[src/rtl/smbus_slave_decoder.sv]
module smbus_slave_decoder #(
  parameter int BUF_BYTES = 34,
  parameter int IDX_W     = 8,
  localparam int LEN_W    = $clog2(BUF_BYTES + 1)
) (
  input  logic                       clk,
  input  logic                       rst_n,
  input  logic                       ev_start_wr,
  input  logic                       ev_start_rd,
  input  logic                       ev_wr_byte,
  input  logic [7:0]                 ev_wr_data,
  input  logic                       ev_rd_byte,
  input  logic                       ev_nack,
  input  logic                       ev_stop,
  output logic [7:0]                 bus_rd_data,
  output logic                       app_rd_req,
  output logic                       app_rd_seq,
  output logic [7:0]                 app_rd_cmd,
  output logic [IDX_W-1:0]           app_rd_idx,
  input  logic [7:0]                 app_rd_data,
  output logic                       quick_stb,
  output logic                       quick_dir,
  output logic                       send_stb,
  output logic [7:0]                 send_data,
  output logic                       wr_stb,
  output logic [7:0]                 wr_cmd,
  output logic [LEN_W-1:0]           wr_len,
  output logic [8*(BUF_BYTES-1)-1:0] wr_payload,
  output logic                       proto_err,
  output logic                       buf_ovf
);
  localparam int IW = (BUF_BYTES > 1) ? $clog2(BUF_BYTES) : 1;

  typedef enum logic [2:0] {S_IDLE, S_WDATA, S_RBYTE, S_RDATA, S_DONE, S_ERR} state_t;

  state_t            state_q;
  logic [LEN_W-1:0]  cnt_q;
  logic [IDX_W-1:0]  idx_q;
  logic [7:0]        cmd_q;
  logic [7:0]        mem_q [BUF_BYTES];

  logic hi_ev, in_w, take_byte, room;
  logic quick_d, send_d, wr_d;

  assign hi_ev     = ev_stop | ev_start_wr | ev_start_rd | ev_nack | ev_rd_byte;
  assign in_w      = (state_q == S_WDATA);
  assign room      = (cnt_q < LEN_W'(BUF_BYTES));
  assign take_byte = ev_wr_byte && !hi_ev && in_w;

  assign quick_d = ev_stop && ((in_w && cnt_q == '0) || state_q == S_RBYTE);
  assign send_d  = ev_stop && in_w && (cnt_q == LEN_W'(1));
  assign wr_d    = (ev_stop || ev_start_rd) && in_w && (cnt_q > LEN_W'(1));

  assign app_rd_req  = ev_rd_byte && !(ev_stop | ev_start_wr | ev_start_rd | ev_nack)
                       && (state_q == S_RBYTE || state_q == S_RDATA);
  assign app_rd_seq  = (state_q == S_RDATA);
  assign app_rd_cmd  = cmd_q;
  assign app_rd_idx  = idx_q;
  assign bus_rd_data = app_rd_req ? app_rd_data : 8'h00;
  assign proto_err   = (state_q == S_ERR);

  for (genvar g = 0; g < BUF_BYTES - 1; g++) begin : g_pay
    assign wr_payload[8*g +: 8] = mem_q[g+1];
  end

  always_ff @(posedge clk) begin
    if (take_byte && room) mem_q[cnt_q[IW-1:0]] <= ev_wr_data;
  end

  always_ff @(posedge clk) begin
    if (!rst_n) begin
      quick_stb <= 1'b0;
      quick_dir <= 1'b0;
      send_stb  <= 1'b0;
      send_data <= '0;
      wr_stb    <= 1'b0;
      wr_cmd    <= '0;
      wr_len    <= '0;
    end else begin
      quick_stb <= quick_d;
      send_stb  <= send_d;
      wr_stb    <= wr_d;
      if (quick_d) quick_dir <= (state_q == S_RBYTE);
      if (send_d)  send_data <= mem_q[0];
      if (wr_d) begin
        wr_cmd <= mem_q[0];
        wr_len <= cnt_q - LEN_W'(1);
      end
    end
  end

  always_ff @(posedge clk) begin
    if (!rst_n) begin
      state_q <= S_IDLE;
      cnt_q   <= '0;
      idx_q   <= '0;
      cmd_q   <= '0;
      buf_ovf <= 1'b0;
    end else if (ev_stop) begin
      state_q <= S_IDLE;
      cnt_q   <= '0;
    end else if (ev_start_wr) begin
      if (state_q == S_IDLE) begin
        state_q <= S_WDATA;
        buf_ovf <= 1'b0;
      end else begin
        state_q <= S_ERR;
      end
    end else if (ev_start_rd) begin
      case (state_q)
        S_IDLE:  state_q <= S_RBYTE;
        S_WDATA: begin
          if (cnt_q == '0) begin
            state_q <= S_ERR;
          end else begin
            cmd_q   <= mem_q[0];
            cnt_q   <= '0;
            idx_q   <= '0;
            state_q <= S_RDATA;
          end
        end
        default: state_q <= S_ERR;
      endcase
    end else if (ev_nack) begin
      if (state_q == S_RDATA || state_q == S_DONE) state_q <= S_DONE;
      else                                          state_q <= S_ERR;
    end else if (ev_rd_byte) begin
      case (state_q)
        S_RBYTE: state_q <= S_DONE;
        S_RDATA: idx_q   <= idx_q + IDX_W'(1);
        default: state_q <= S_ERR;
      endcase
    end else if (take_byte) begin
      if (room) cnt_q   <= cnt_q + LEN_W'(1);
      else      buf_ovf <= 1'b1;
    end
  end

  assert_evt_onehot_R12: assert property (@(posedge clk) disable iff (!rst_n)
    $onehot0({ev_start_wr, ev_start_rd, ev_wr_byte, ev_rd_byte, ev_nack, ev_stop}));

  assert_one_strobe_R12: assert property (@(posedge clk) disable iff (!rst_n)
    $onehot0({quick_stb, send_stb, wr_stb}));

  assert_strobe_pulse_R12: assert property (@(posedge clk) disable iff (!rst_n)
    (send_stb || wr_stb) |=> !(send_stb || wr_stb));

  assert_quick_after_stop_R4: assert property (@(posedge clk) disable iff (!rst_n)
    quick_stb |-> $past(ev_stop));

  assert_err_hold_R10: assert property (@(posedge clk) disable iff (!rst_n)
    (proto_err && !ev_stop) |=> proto_err);

  assert_err_clear_R10: assert property (@(posedge clk) disable iff (!rst_n)
    ev_stop |=> !proto_err);

  assert_idx_step_R7: assert property (@(posedge clk) disable iff (!rst_n)
    (app_rd_req && app_rd_seq) |=> (app_rd_idx == $past(app_rd_idx) + IDX_W'(1)));

  assert_bad_read_err_R9: assert property (@(posedge clk) disable iff (!rst_n)
    (ev_rd_byte && !app_rd_req && !ev_stop) |=> proto_err);

  assert_ovf_cause_R11: assert property (@(posedge clk) disable iff (!rst_n)
    $rose(buf_ovf) |-> $past(ev_wr_byte));

endmodule

[config.mk]
export PLATFORM = sky130hd
export DESIGN_NAME = smbus_slave_decoder
export DESIGN_NICKNAME = d
export VERILOG_FILES = /design/src/rtl/smbus_slave_decoder.sv
export SDC_FILE = /design/constraint.sdc
export NUM_CORES = 1
export LEC_CHECK = 0
export ABC_AREA = 1
export BUFFER_PORTS_ARGS = -buffer_cell sky130_fd_sc_hd__clkbuf_2
export CAP_MARGIN = 25
export CORE_ASPECT_RATIO = 1.25
export CORE_UTILIZATION = 30
export DETAILED_ROUTE_END_ITERATION = 6
export GPL_TIMING_DRIVEN = 0
export PLACE_DENSITY = 0.6
export SLEW_MARGIN = 10
export SYNTH_ARGS = -nofsm -noshare
export SYNTH_HDL_FRONTEND = slang
export SYNTH_SLANG_ARGS = --single-unit
[constraint.sdc]
create_clock -name clk -period 5.85 [get_ports clk]
set_input_delay 0.2925 -clock clk [delete_from_list [all_inputs] [get_ports clk]]
set_output_delay 0.2925 -clock clk [all_outputs]
set_load 0.01 [all_outputs]
==> impl_results.md, run 1 <==
- Multi-input gate area: 1570 um^2
- Max Cap Viol: 0
- Routed vias/inst: between 4 and 5
- Global route total overflow: 0
- Via count: 6826
- Area fraction of the dominant cell type after synthesis: 0.739
- Clock slew at reported path FFs: 0.06 ns
- Post-Synthesis Cells: 704
- Drt wl/cell: 17.9 um
- Setup Viol. Count Final: 0
- TritonCTS buffer count: 31
- Syn Nets: 732
- CP Max Fanout: 8
- Port Buffer Count: 341
- Register area: between 9000 and 10000 um^2
- Largest net degree at the start of global routing: 35
- Critical path arrival: between 2 and 3 ns
- Crit path cell chain: inv_2 > nand3_2 > nor2_4 > nand3_4 > inv_2 > nand2_1 > nor2_1
- Remaining DRCs: 0
- Cts-stage hold buffer count: 0
- Clk root buf: clkbuf_16
- Period utilization: 0.448
- P per Cell Area: 312 nW/um^2
- Yosys warnings: 0
- Worst Setup Path Type: register to register
- R2R cell count: 7
- CP Data Required Time: 6.05 ns
- Setup_tns: 0 ns
- Avg Synthesized Cell Area: 15.7 um^2
- Layout overhead on the synthesized area: 29.6%
- Clock sinks: between 300 and 400
- Hold Vio Cnt, Final: 0
- CP Launch Type: register
- Status: complete, no violations
- Share of layout cells above drive strength 1: 0.388
- Setup repair bufs after CTS: 0
- Die H: 217 um
- Final hold slack: 0.0402 ns
- Register area share after synthesis: 0.833
- Row count: 78
- Worst vdd ir: 0.198 mV
- Initial DRC count: 507
- H-Tree Depth: 1
- Gp weighted congestion: 0.799
- Critical path endpoint category: register
- Least-Margin Pin Slew: 1.01 ns
- Largest stage delay, worst path: 0.79 ns
- First-pass GRT wire length: 41000 um
- Leakage power: 5.56 nW
- DR pass1 iterations: 4
- Minimum clock period: 2.62 ns
- Io pins: 342
- Fin area: 14300 um^2
- Slew Limit Headroom: 0.329
- Max frequency: 382 MHz
- Worst hold path class: input pin to register
- #FFs+latches synth: 324
- Top post-synthesis cells by area: edfxtp_1, dfxtp_1, nor2_1, nand2_1, a21oi_1
- Final setup margin: 3.23 ns
- Yosys top cell by area: edfxtp_1
- Dpl cell area: ~13000 um^2
- Initial antenna violation count: 0
- Filler cells: 3481
- Starting Density: 0.304
- Total GRT Usage: 0.146
- N_diodes: 0
- Worst-Skew Late Latency: 0.57 ns
- Vias in the first global route: 6493
- Die X-Extent: 174 um
- Worst clock skew: 0.0186 ns
- Max-slew violations: 0
- Place WS: 3.06 ns
- Unrepaired setup endpoints after global routing: no
- Mapped Area: between 10000 and 15000 um^2
- CTS resizes: 0
- Die ar.: 37600 um^2
- Synth cell types: 32
- Core Region: 36300 um^2
- CTS tree: built
- Final nets: between 1000 and 1500
- Slowest-stage cell, CP: nor2_1
- Post-DP HPWL: just under 20000 um
- Clock buffer depth: 3
- Reg-to-reg slack, setup: 3.23 ns
- Hold depth: 3
- ANT nets after route: 0
- Final WL: 28300 um
- Cell mode on critical path: inv_2
[Yosys cell counts]
cell type and instances:
o21ai_0 26, ha_1 4, inv_1 40, a21oi_2 1, nand3_2 4, nand2_4 1, dfxtp_1 52, nand3b_1 3
nand4_4 1, nor2_2 3, buf_1 1, nand2_2 4, nor2_4 5, nand4_1 1, nand2_1 73, buf_4 1
nor3b_1 2, clkbuf_1 3, nor4_1 1, buf_6 5, nand3_4 4, buf_2 4, edfxtp_1 272, nor3_4 1
o21a_1 2, nand3_1 20, o21bai_1 1, a21oi_1 32, xor2_1 4, inv_2 6, nor2_1 123, nor3_1 4
[cell usage in the layout (no fill, tap or decap), types with 6 or more instances in the layout]
cell type,instances
a21oi_1,32
dfxtp_1,52
inv_2,6
clkbuf_1,9
edfxtp_1,272
clkinv_2,6
inv_1,40
nor2_1,123
nand3_1,20
clkbuf_16,31
o21ai_0,26
clkbuf_2,341
nand2_1,73
[final timing paths]
path,to,startpoint
setup / recovery,mem_q[21][2],state_q[2]
setup reg to reg,mem_q[21][2],state_q[2]
hold / removal,send_data[1],rst_n
hold reg to reg,quick_dir,quick_dir
[report_power, final]
group / switching (W) / internal [W] / leakage (nW)
sequential: 0.00000252 / 0.00250 / 2.86
clock: 0.000847 / 0.00103 / 0.466
combinational: 0.0000685 / 0.0000154 / 2.23
[critical path: cells and delay by family, from the launching register on]
family,cells,cell delay [ns]
flip-flops,1,0.38
AND/OR/NAND/NOR,5,1.59
buffers and inverters,2,0.25
[per-layer routing]
metal | part of all wire | global-route usage
met1 | 0.40 | 0.172
met2 | 0.53 | 0.269
met3 | 0.052 | 0.0253
met4 | 0.020 | 0.0447
met5 | 0 | 0
[layout make-up]
type / instances / share of cell area
timing repair buffer: 342 / 0.120
sequential: 324 / 0.643
clock inverter: 20 / 0.0110
clock buffer: 37 / 0.0557
tap: 480 / 0.0419
buffer: 14 / 0.00690
multi-input combinational: 320 / 0.110
inverter: 46 / 0.0121
[sequential cells by signal, summed over array words and instances, names as in the netlist]
name and flops:
mem_q 272, app_rd_cmd 8, app_rd_idx 8, send_data 8, wr_cmd 8, cnt_q 6
wr_len 6, state_q 3, buf_ovf 1, quick_dir 1, quick_stb 1, send_stb 1
wr_stb 1
[cells by family after synthesis]
kind of cell	count (synthesis)	share of synthesized area
DFF	324	0.833
and+or+nand+nor	250	0.105
AOI/OAI and AO/OA	62	0.0291
buffers and inverters	60	0.0246
xor gates and xnor gates	4	0.00317
adders and majority gates	4	0.00453
[stage by stage]
step	instances	power (W)	utilization
after global placement	1525	0.00264	0.368
after CTS	1582	0.00451	0.394
after global routing	1583	0.00461	0.394
after floorplan	704	0.00258	-
final	1583	0.00446	0.394
after detailed placement	1525	0.00264	0.368
(Power assumes the default switching activity.)
==> run 2: changes to the inputs <==
Settings changed: PLACE_DENSITY 0.6 to 0.61.
Clock period 5.85 ns to 2.4 ns, I/O delays scaled along.
==> run 2 against run 1 <==
  * Critical endpoint is now mem_q[6][1]
  * Die area unchanged
  * Largest cell class unchanged
  * Sequential share of layout area decreased by 1.2 points
  * Cell count increased by 0.44%
  * Sequential power increased by 140%
  * Largest power group unchanged
  * Clock power increased to 2.5 times the previous value
  * Total power increased by 150%
  * Combinational power increased to 2.5 times the previous value
  * Via count increased by 1.6%
  * Core utilization increased by 0.76 points
  * Global-route usage increased by 0.35 points
==> impl_results.md, run 2 (same netlist as run 1, synthesis figures left out) <==
- Final WL: 28600 um (+1.2%)
- Die ar.: 37600 um^2 (unchanged)
- Max frequency: 431 MHz (+13%)
- Worst hold path class: input pin to register
- Worst-Skew Late Latency: 0.56 ns (about the same)
- P per Cell Area: 759 nW/um^2 (+140%)
- CP Max Fanout: 8 (unchanged)
- Post-DP HPWL: 19500 um (+1.3%)
- Sequential power share: 0.550 (-0.011)
- Initial antenna violation count: 0 (unchanged)
- Psw: 0.00224 W (+140%)
- DR pass1 iterations: 5 (+1)
- CTS tree: built
- Initial DRC count: 429 (-15%)
- Core Region: 36300 um^2 (unchanged)
- Max FFs per register: 272 (unchanged)
- Die X-Extent: 174 um (unchanged)
- Least-Margin Pin Slew: 1.01 ns (+0.00845 ns)
- Worst clock skew: 0.0236 ns (+0.00501 ns)
- ANT nets after route: 0 (unchanged)
- Dpl cell area: 13400 um^2 (unchanged)
- Routed vias/inst: 4.36 (+1.1%)
- Total GRT Usage: 0.150 (+0.00352)
- Unrepaired setup endpoints after global routing: yes
- Clk root buf: clkbuf_16
- Pint: 0.00884 W (+150%)
- First-pass GRT wire length: 41900 um (+2.1%)
- Clock slew at reported path FFs: 0.06 ns (about the same)
- Clock buffer depth: 3 (unchanged)
- Status: complete, no violations
- Period utilization: 0.967 (+0.519)
- CP Data Required Time: 2.59 ns (-3.46 ns)
- TritonCTS buffer count: 31 (unchanged)
- Final nets: 1114 (+0.63%)
- Setup Viol. Count Final: 0 (unchanged)
- Gp weighted congestion: 0.793 (-0.74%)
- Slew Limit Headroom: 0.324 (-0.00563)
- Row count: 78 (unchanged)
- Max Cap Viol: 0 (unchanged)
- Starting Density: 0.304 (unchanged)
- Final setup margin: 0.0789 ns (-3.15 ns)
- Worst Setup Path Type: register to register
- Critical path arrival: 2.51 ns (-0.31 ns)
- N_diodes: 0 (unchanged)
- Combinational Power Share: 0.019 (about the same)
- Critical path endpoint category: register
- Vias in the first global route: 6589 (+1.5%)
- Clk pwr share: 0.430 (+0.010)
- H-Tree Depth: 1 (unchanged)
- Leakage power: 5.61 nW (+1.0%)
- Largest net degree at the start of global routing: 35 (unchanged)
- Most common library cell in the layout ignoring fill and taps: clkbuf_2
- Commonest cells after routing, fill and taps aside: clkbuf_2, edfxtp_1, nor2_1
- CP Launch Type: register
- Remaining DRCs: 0 (unchanged)
- Io pins: 342 (unchanged)
- Worst vdd ir: 0.499 mV (+150%)
- Drt wl/cell: 18.0 um (+0.76%)
- Setup_tns: 0 ns (unchanged)
- Hold Vio Cnt, Final: 0 (unchanged)
- Fin area: 14600 um^2 (+1.9%)
- Switching Fraction: 0.203 (-0.00320)
- Clock sinks: 324 (unchanged)
- Port Buffer Count: 341 (unchanged)
- Die H: 217 um (unchanged)
- Via count: 6935 (+1.6%)
- Layout overhead on the synthesized area: 32.1%
- Minimum clock period: 2.32 ns (-0.299 ns)
- Place WS: -0.393 ns (-3.45 ns)
- Share of layout cells above drive strength 1: 0.417 (+0.0291)
- Max-slew violations: 0 (unchanged)
- Global route total overflow: 0 (unchanged)
==> run 2: cell types whose count changed in the layout (fill, tap and decap cells not counted), sizes merged <==
cell,change
dlygate4sd3,+6
clkbuf,-4
bufinv,+2
clkinv,+2
buf,+1
clkinvlp,+1
inv,-1
==> run 2: routing by layer <==
layer	routed length (um)	up-vias	track usage
met4	653	0	0.0465
met3	1700	38	0.0291
met5	0	-	0
li1	-	3264	-
met1	11300	3363	0.173
met2	15000	270	0.276
==> run 2: timing repair <==
action / CTS / global route
setup buffers: 0 / 1
pin swaps: 0 / 1
cloned: 0 / 0
hold endpoints to repair: 12 / 0
resized for setup: 21 / 25
hold buffers: 6 / 0
setup endpoints to repair: 159 / 182
==> run 2: cell type report <==
class,count,area [um^2]
Fill cell,3480,21700
Sequential cell,324,9210
Timing Repair Buffer,349,1790
Multi-Input combinational cell,320,1720
Clock buffer,33,783
Tap cell,480,601
Clock inverter,24,216
Inverter,46,173
Buffer,14,98.8
==> run 2: worst paths after layout <==
check                           startpoint     endpoint  slack, ns  depth (start not counted)
worst max-delay path              cnt_q[3]  mem_q[6][1]       0.08                          8
worst min-delay path            ev_wr_byte      buf_ovf       0.13                          7
worst max register to register    cnt_q[3]  mem_q[6][1]       0.08                          8
worst min register to register   quick_dir    quick_dir       0.47                          2
==> run 2: worst max-delay path, stage by stage (launching register included) <==
cell,delay [ns]
dfxtp_1,0.29
buf_2,0.17
nor2_2,0.23
nand2_1,0.10
nand2_2,0.11
nand3_4,0.12
inv_2,0.12
nand3_2,0.30
nor2_2,0.49
==> run 2: through the flow <==
| stage | util | total power, W | std cells | hold WS (ns) |
|---|---|---|---|---|
| finish | 0.402 | 0.0111 | 1590 | 0.127 |
| global route | 0.402 | 0.0114 | 1590 | 0.149 |
| CTS | 0.399 | 0.0112 | 1588 | 0.0905 |
| detailed placement | 0.368 | 0.00643 | 1525 | 0.461 |
| global placement | 0.368 | 0.00643 | 1525 | 0.454 |
| floorplan | - | 0.00629 | 704 | 0.219 |
==> run 2: power by group through the flow <==
stage	combinational, W	clock, W	sequential (W)
floorplan	0.0000665	0	0.00622
global placement	0.000207	0	0.00622
detailed placement	0.000209	0	0.00622
CTS	0.000218	0.00489	0.00610
global route	0.000237	0.00508	0.00610
finish	0.000212	0.00477	0.00610
